--- config.mk ---
export PLATFORM = sky130hd
export DESIGN_NAME = shaft_angle_latch
export DESIGN_NICKNAME = d
export VERILOG_FILES = /design/src/rtl/shaft_angle_latch.sv
export SDC_FILE = /design/constraint.sdc
export NUM_CORES = 1
export LEC_CHECK = 0
export BUFFER_PORTS_ARGS = -buffer_cell sky130_fd_sc_hd__buf_2
export CAP_MARGIN = 30
export CORE_ASPECT_RATIO = 1.75
export CORE_UTILIZATION = 40
export CTS_CLUSTER_SIZE = 40
export DETAILED_ROUTE_END_ITERATION = 6
export PLACE_DENSITY_LB_ADDON = 0.3
export REMOVE_ABC_BUFFERS = 1
export SYNTH_ARGS = -nofsm -noshare
export SYNTH_HDL_FRONTEND = slang
export SYNTH_SLANG_ARGS = --single-unit
export TNS_END_PERCENT = 10
--- constraint.sdc ---
create_clock -name clk -period 2.69 [get_ports clk]
set_input_delay 0.6725 -clock clk [delete_from_list [all_inputs] [get_ports clk]]
set_output_delay 0.6725 -clock clk [all_outputs]
set_load 0.02 [all_outputs]
--- src/rtl/shaft_angle_latch.sv ---
module shaft_angle_latch #(
  parameter int MIN_PULSE = 10,
  parameter int SETUP     = 5,
  parameter int HOLD      = 3
) (
  input  logic        clk,
  input  logic        rst_n,
  input  logic [15:0] din,
  input  logic        ld_hi,
  input  logic        ld_lo,
  input  logic        ld_all,
  output logic [15:0] angle,
  output logic        angle_new,
  output logic        tmg_err
);
  localparam int LIM0 = (MIN_PULSE > SETUP) ? MIN_PULSE : SETUP;
  localparam int LIM  = (LIM0 > HOLD + 1) ? LIM0 : HOLD + 1;
  localparam int CW   = $clog2(LIM + 1);
  localparam logic [CW-1:0] CMAX = CW'(LIM);

  logic [7:0]  hi_q, lo_q;
  logic [15:0] angle_q;
  logic        new_q, err_q;
  logic [2:0]  en, en_d, fall, viol_w;
  logic [1:0]  viol_s, viol_h;

  wire [7:0]  hi_nx = ld_hi ? din[15:8] : hi_q;
  wire [7:0]  lo_nx = ld_lo ? din[7:0]  : lo_q;
  wire [15:0] xfer  = {hi_nx, lo_nx};

  assign en        = {ld_all, ld_hi, ld_lo};
  assign fall      = en_d & ~en;
  assign angle     = angle_q;
  assign angle_new = new_q;
  assign tmg_err   = err_q;

  always_ff @(posedge clk) begin
    if (!rst_n) begin
      hi_q    <= '0;
      lo_q    <= '0;
      angle_q <= '0;
      new_q   <= 1'b0;
      err_q   <= 1'b0;
      en_d    <= '0;
    end else begin
      hi_q  <= hi_nx;
      lo_q  <= lo_nx;
      if (ld_all) angle_q <= xfer;
      new_q <= ld_all && (xfer != angle_q);
      err_q <= |{viol_w, viol_s, viol_h};
      en_d  <= en;
    end
  end

  for (genvar j = 0; j < 3; j++) begin : g_width
    logic [CW-1:0] wcnt;
    always_ff @(posedge clk) begin
      if (!rst_n)       wcnt <= '0;
      else if (!en[j])  wcnt <= '0;
      else if (wcnt != CMAX) wcnt <= wcnt + 1'b1;
    end
    assign viol_w[j] = fall[j] && (int'(wcnt) < MIN_PULSE);
  end

  for (genvar i = 0; i < 2; i++) begin : g_lane
    logic [7:0]    byte_d;
    logic [CW-1:0] run_q, run_now, hcnt;
    logic          chk;
    wire  [7:0]    cur = din[8*i +: 8];

    assign run_now = (cur != byte_d) ? CW'(1) :
                     (run_q == CMAX) ? CMAX : run_q + 1'b1;
    assign chk     = (fall[i] && HOLD == 1) || (hcnt == CW'(1));

    always_ff @(posedge clk) begin
      if (!rst_n) begin
        byte_d <= '0;
        run_q  <= '0;
        hcnt   <= '0;
      end else begin
        byte_d <= cur;
        run_q  <= run_now;
        if (fall[i])         hcnt <= CW'(HOLD - 1);
        else if (hcnt != '0) hcnt <= hcnt - 1'b1;
      end
    end

    assign viol_s[i] = fall[i] && (int'(run_q) < SETUP);
    assign viol_h[i] = chk && (int'(run_now) < HOLD + 1);
  end
endmodule

; ---- Word level (Yosys, flattened, before mapping)
; Cells that the tools add are included.
[totals]
elab_cells = 72
reg_bits = 81
output_inout_bits = 18
[classes]
n_eq_ne = 10
n_lt_le_gt_ge = 7
n_mux = 10
add_sub_neg = 7
n_reduce_logical = 18
bitwise_logic = 3
[op_table]
columns = op, count
row1 = adder 4 x 1 -> 4 bit (second input constant), 5
row2 = < comparator 4 x 3 -> 1 bit (second input constant), 4
row3 = two-way mux 4 bit, 4
row4 = two-way mux 8 bit, 2
row5 = != test 16 bit, 1
row6 = != test 8 bit, 2
row7 = < comparator 4 bit (second input constant), 3
row8 = != test 4 bit (second input constant), 3
row9 = == test 4 x 1 -> 1 bit (second input constant), 2
row10 = == test 4 bit (second input constant), 2
row11 = logical AND 1 bit, 8
row12 = two-way mux 2 bit, 4
row13 = nonzero test 4 bit, 2
row14 = subtractor 4 x 1 -> 4 bit (second input constant), 2
row15 = OR reduction 7 bit, 1
row16 = AND reduction 2 bit, 3
row17 = nonzero test 2 bit, 2
row18 = OR reduction 2 bit, 2
row19 = AND 3 bit, 1
row20 = inverter 3 bit, 1
row21 = inverter 1 bit, 1

; ---- Longest topological paths before layout
; Gate-level depths: netlist of the first run.
[depth]
depth_word = 6
depth_mapped = 7
ltp_nobuf = 7

; ---- Worst setup path after synthesis of the first run
; OpenSTA, ideal clock, no wires.
[synth_path]
path_type = input to register
start = in ld_lo
end = reg new_q (netlist: angle_new)
cell_stages = 6
arrival_ns = 1.641
slack_ns = 0.928
setup_time_ns = 0.121
cell_sequence = buf_6 mux2i_2 xor2_1 nand4_1 nor4_1 nor2_1
[synth_between]
elab_chain_len = 3
[synth_lines]
columns = element, line
row1 = "start, declared", 10  ; input logic ld_lo,
row2 = two-way mux 8 bit, 28  ; wire [7:0] lo_nx = ld_lo ? din[7:0] : lo_q;
row3 = != test 16 bit, 49  ; new_q <= ld_all && (xfer != angle_q);
row4 = logical AND 1 bit, 49
row5 = "end signal, assigned", 49
row6 = "end, declared", 23  ; logic new_q, err_q;
; Every way passes these cells.
; A chain may end at the register's enable or synchronous reset.

; ---- Worst setup path in the final report of the first run
; Ends and elaborated chain as after synthesis.

==> summary.txt, run 1 <==
Status - finished, violations left
Failing checks - design-rule violations
Fin area - 3970 µm²
Vias per cell - 5.13
Final Hold Viols - 0
Crit path arrival time - 2010 ps
Leak - 1.66 nW
Area grow syn2layout - 17.8%
Die Area - 8800 µm²
DR iter-0 viols - 109
Final total power - 2.84 mW
Startpoint Class - primary input
# Post-CTS Setup Buffers - 0
GRT overflow - 0
EDFF count, synth - 0
CTS sink cnt - 81
Min Hold Slack - 472 ps
Slew Viols, Final - 0
Die Ht - 123 µm
Setup crit start - ld_lo
Seq cells post-synth - 81
Final period utilization - 0.666
Io pins - 39
Maximum vdd drop - 0.452 mV
Total track usage - 0.166
CP top delay family - simple AND/OR/NAND/NOR gates
Drt total wl - 6670 µm
Least-Margin Pin Slew - 629 ps
Core area - 8020 µm²
Max-Cap Viols - 0
DRC violations left - 1
Post-DP Area - 3640 µm²
Non-Filler Instances - 487
Post-cts gate resize count - 0
Synth cell types - 31
Reg-to-reg startpoint - g_lane[1].run_q[0]
Critical path class - in -> reg
Synthesized instance count - 351
Initial antenna violation count - 0
Fin worst setup slack - 898 ps
Worst Hold Class - reg -> reg
Util after Layout - 0.495
PortBufs - 38
R2R setup slack - 1190 ps
Synth Cell Area - 3370 µm²
Ys flop type - dfxtp_1
Crit-path max FO - 10
Setup repair after global routing missed its margin - false
Final setup viols - 0
Slew Limit Headroom - 0.580
Pre-CTS WS - 552 ps
Filler Cells Inserted - 734
Achievable frequency - 558 MHz
Post-synth ARST share - 0
Diode count - 0
Global-route wire length before repair - 11100 µm
Gp weighted congestion - 0.764
Vias post-DR - 2500
H-Tree Level Count - 3
First drt pass iteration count - 6
Clock skew - 3.28 ps
Hold Path Origin - g_lane[1].hcnt[3]
Slowest Stage Delay on Critical Path - 330 ps
Reg clk slew, reported paths - 60 ps
Largest net degree at the start of global routing - 37
Synthesis Warnings - 0
Inserted Clock Buffers - 9
Skew-Pair Late Insertion Delay - 330 ps
Syn avg cell area - 9.59 µm²
Setup TNS - 0 ps
Post-layout min period - 1790 ps
Detailed Place HPWL - 4730 µm
CP endpoint kind - flop
CTS max path bufs - 2
Worst endpoint required time - 2910 ps
DR WL/cell - 13.7 µm
Fraction of layout instances using a drive strength above 1 - 0.174
CP max stage cell - mux2i_2
Antenna viol nets, final - 0
Layout net count - 425
Clk root buf - clkbuf_16
Initial core utilization - 0.420
Die width - 71.3 µm
Bufs and invs on worst path - 1
Hold buffers post-CTS - 0
Crit path cell chain - buf_2 -> mux2i_2 -> xor2_1 -> nand4_1 -> nor4_1 -> nor2_1
Rows - 43
Post-synthesis sequential area ratio - 0.482
CTS tree - done
Vias in the first global route - 2453
Power Density - 716 nW/µm²
Placed cells - 471
-- registers in the layout, indices dropped and copies added (netlist names) --
| name | flops |
|---|---|
| angle_new | 1 |
| g_lane.byte_d | 16 |
| g_lane.hcnt | 8 |
| tmg_err | 1 |
| en_d | 3 |
| g_width.wcnt | 12 |
| g_lane.run_q | 8 |
| hi_q | 8 |
| lo_q | 8 |
| angle | 16 |
-- kinds of logic (layout without fill, tap and decap cells) --
kind of cell             after synthesis  in the layout  share of synthesized area
multiplexers                          19             19                     0.0665
adder cells (fa/ha/maj)               12             12                     0.0446
flip-flops                            81             81                      0.482
buffers and inverters                 25             71                     0.0323
XOR/XNOR                              42             42                      0.109
AO/OA/AOI/OAI                         49             49                     0.0941
AND/OR/NAND/NOR                      123            123                      0.171
-- cell usage after synthesis (3+ instances only) --
| master | count | share of area |
|---|---|---|
| dfxtp_1 | 81 | 0.48 |
| nor2_1 | 54 | 0.060 |
| xor2_1 | 23 | 0.060 |
| nand2_1 | 19 | 0.021 |
| xnor2_1 | 19 | 0.049 |
| a211oi_1 | 17 | 0.038 |
| and2_1 | 16 | 0.030 |
| ha_1 | 12 | 0.045 |
| inv_1 | 12 | 0.013 |
| o21ai_0 | 11 | 0.016 |
| a21oi_1 | 10 | 0.015 |
| clkbuf_1 | 10 | 0.011 |
| mux2i_1 | 8 | 0.024 |
| mux2i_2 | 8 | 0.033 |
| nand4_1 | 8 | 0.015 |
| nand3_1 | 7 | 0.010 |
| nor3_1 | 6 | 0.0089 |
| nand3b_1 | 5 | 0.011 |
| a31oi_1 | 4 | 0.0074 |
| nand2b_1 | 4 | 0.0074 |
| mux2_2 | 3 | 0.010 |
-- routing by layer --
layer,vias up,part of all wire,wire [µm],track usage
li1,1263,-,-,-
met4,0,0.019,129,0.0775
met5,-,0,0,0
met1,1189,0.43,2880,0.177
met2,39,0.52,3470,0.299
met3,9,0.028,189,0.0456
-- cell usage in the layout, fill, tap and decap left out, types with 9 or more instances in the layout --
cell and count:
a211oi_1 17, clkbuf_16 9, xor2_1 23, and2_1 16
o21ai_0 11, a21oi_1 10, ha_1 12, inv_1 12
buf_2 38, nor2_1 54, dfxtp_1 81, xnor2_1 19
nand2_1 19
-- final cells by class --
class / instances / area, µm² / area share
Clock buffer: 15 / 298 / 0.0751
Clock inverter: 1 / 30.0 / 0.00757
Inverter: 13 / 48.8 / 0.0123
Multi-Input combinational cell: 245 / 1640 / 0.412
Sequential cell: 81 / 1620 / 0.409
Tap cell: 90 / 113 / 0.0284
Timing Repair Buffer: 42 / 220 / 0.0555
-- worst paths after layout --
path,to,depth (start not counted)
max,angle_new,6
min,g_lane[1].hcnt[3],2
max reg2reg,tmg_err,7
min reg2reg,g_lane[1].hcnt[3],2
-- power by group --
part | switching, mW | internal (mW) | leakage [nW] | total (mW)
Combinational | 0.149 | 0.109 | 0.828 | 0.258
Clock | 0.443 | 0.845 | 0.162 | 1.29
Sequential | 0.0355 | 1.26 | 0.667 | 1.29
Total | 0.627 | 2.21 | 1.66 | 2.84
-- worst register-to-register path, stage by stage (launching register included) --
cell	delay [ps]
dfxtp_1	380
inv_1	90
ha_1	190
inv_1	50
a21oi_1	60
o21bai_1	210
o211ai_1	130
a211o_1	300
(Power assumes the default switching activity.)
==> run 2, diff against run 1 <==
clock period = 1.8 ns   (was 2.69 ns; I/O delays follow)
==> summary.txt, run 2 (same netlist as run 1, synthesis figures left out) <==
Vias post-DR - 2557 (+2.3%)
Antenna viol nets, final - 0 (unchanged)
H-Tree Level Count - 3 (unchanged)
# Post-CTS Setup Buffers - 0 (unchanged)
Initial core utilization - 0.420 (unchanged)
Vias in the first global route - 2479 (+1.1%)
Filler Cells Inserted - 741 (+0.95%)
WP depth - 7 (+1)
Setup repair after global routing missed its margin - false
Detailed Place HPWL - 4940 µm (+4.4%)
Io pins - 39 (unchanged)
Area grow syn2layout - 20.8%
Least-Margin Pin Slew - 615 ps (-14.2 ps)
Most frequent cells in the layout - dfxtp_1 (81), nor2_1 (54), buf_2 (38)
Core area - 8020 µm² (unchanged)
Die width - 71.3 µm (unchanged)
Final Hold Viols - 0 (unchanged)
Maximum vdd drop - 0.626 mV (+39%)
Failing checks - design-rule violations
Die Area - 8800 µm² (unchanged)
Crit-path max FO - 4 (-6)
Total track usage - 0.168 (+0.00189)
Net switching power - 959 µW (+53%)
Switching share of total power - 0.233 (+0.0122)
Final setup viols - 0 (unchanged)
DR iter-0 viols - 66 (-39%)
Critical path class - reg -> reg
Gp weighted congestion - 0.751 (-1.7%)
Status - finished, violations left
Layout net count - 441 (+3.8%)
Util after Layout - 0.507 (+0.0123)
Crit path arrival time - 1740 ps (-270 ps)
Clk root buf - clkbuf_16
Drt total wl - 6700 µm (+0.45%)
CTS sink cnt - 81 (unchanged)
R2R depth - 7 (unchanged)
Slew Viols, Final - 0 (unchanged)
Post-DP Area - 3770 µm² (+3.6%)
Power Density - 1010 nW/µm² (+41%)
Die Ht - 123 µm (unchanged)
Vias per cell - 5.08 (-0.97%)
Slew Limit Headroom - 0.590 (+0.00947)
GRT overflow - 0 (unchanged)
CTS tree - done
Hold Path Cell Cnt - 2 (unchanged)
Reg power frac - 0.469 (+0.014)
PortBufs - 38 (unchanged)
Diode count - 0 (unchanged)
Crit path cell chain - inv_1 -> ha_1 -> inv_1 -> a21oi_1 -> o21bai_1 -> o211ai_1 -> a211o_1
Slowest Stage Delay on Critical Path - 360 ps (+30 ps)
Gate power share - 0.102 (+0.011)
Fin area - 4070 µm² (+2.5%)
Fraction of layout instances using a drive strength above 1 - 0.206 (+0.0320)
DR WL/cell - 13.3 µm (-2.7%)
Inserted Clock Buffers - 9 (unchanged)
CTS max path bufs - 2 (unchanged)
Hold buffers post-CTS - 0 (unchanged)
DRC violations left - 1 (unchanged)
Most common cell after layout, fill and taps aside - dfxtp_1
Startpoint Class - flop
Rows - 43 (unchanged)
Setup TNS - 0 ps (unchanged)
Clock skew - 4.21 ps (+0.930 ps)
Final period utilization - 0.841
Skew-Pair Late Insertion Delay - 340 ps (about the same)
Worst Hold Class - in -> reg
Crit-path most repeated cell - inv_1
Clock share of power - 0.428 (-0.026)
CP endpoint kind - flop
Largest net degree at the start of global routing - 37 (unchanged)
Worst endpoint required time - 2030 ps (-880 ps)
Global-route wire length before repair - 11100 µm (-0.31%)
CP top delay family - compound AO/OA/AOI/OAI gates
Leak - 1.72 nW (+4.0%)
Post-layout min period - 1510 ps
Post-cts gate resize count - 0 (unchanged)
Cell internal pwr - 3.15 mW (+43%)
CP max stage cell - dfxtp_1
Bufs and invs on worst path - 2 (+1)
Max-Cap Viols - 0 (unchanged)
First drt pass iteration count - 6 (unchanged)
Initial antenna violation count - 0 (unchanged)
Achievable frequency - 661 MHz
Reg clk slew, reported paths - 60 ps (about the same)
[run 2: changes by cell type in the layout (fill, tap and decap cells not counted)]
| cell | previous run | this run |
|---|---|---|
| buf_12 | 0 | 1 |
| bufinv_16 | 1 | 0 |
| clkinv_2 | 0 | 2 |
| buf_4 | 4 | 19 |
| clkbuf_8 | 5 | 4 |
[run 2: worst paths after layout]
path | startpoint | end | slack (ps)
max | g_lane[1].run_q[0] | tmg_err | 290
min | din[9] | g_lane[1].byte_d[1] | 370
max reg2reg | g_lane[1].run_q[0] | tmg_err | 290
min reg2reg | g_lane[1].hcnt[3] | g_lane[1].hcnt[3] | 480
[run 2: through the flow]
| step | instances | hold WS, ps | setup slack (ps) | power, mW |
|---|---|---|---|---|
| after global routing | 503 | 385 | 172 | 4.27 |
| after global placement | 487 | 458 | 58.8 | 2.39 |
| after floorplan | 339 | 446 | 435 | 2.20 |
| final | 503 | 374 | 287 | 4.11 |
| after CTS | 503 | 370 | 255 | 4.16 |
| after detailed placement | 487 | 467 | 22.2 | 2.40 |
[run 2: per-layer routing]
metal	GRT usage	wire length, µm	vias to the layer above
met1	0.181	2820	1219
met5	0	0	-
met4	0.106	192	0
met2	0.296	3520	30
li1	-	-	1295
met3	0.0342	172	13
[run 2: layout make-up]
cell class | instances | area (µm²) | share of cell area
well taps | 90 | 113 | 0.0277
multi-input cells | 245 | 1640 | 0.402
repair buffers | 58 | 353 | 0.0868
clock inverters | 2 | 10.0 | 0.00246
clock buffers | 14 | 284 | 0.0699
inverters | 13 | 48.8 | 0.0120
flip-flops and latches | 81 | 1620 | 0.399
[run 2: power groups by stage]
stage	clock network, mW	registers, mW	logic [mW]
2_1_floorplan	0	1.99	0.205
3_3_place_gp	0	1.97	0.418
3_5_place_dp	0	1.97	0.426
4_1_cts	1.80	1.93	0.430
5_1_grt	1.86	1.94	0.468
6_report	1.76	1.93	0.421
[run 2: worst register-to-register path, cell delays in order, from the launching register on]
cell	delay, ps
dfxtp_1	360
inv_1	90
ha_1	190
inv_1	50
a21oi_1	60
o21bai_1	230
o211ai_1	130
a211o_1	300
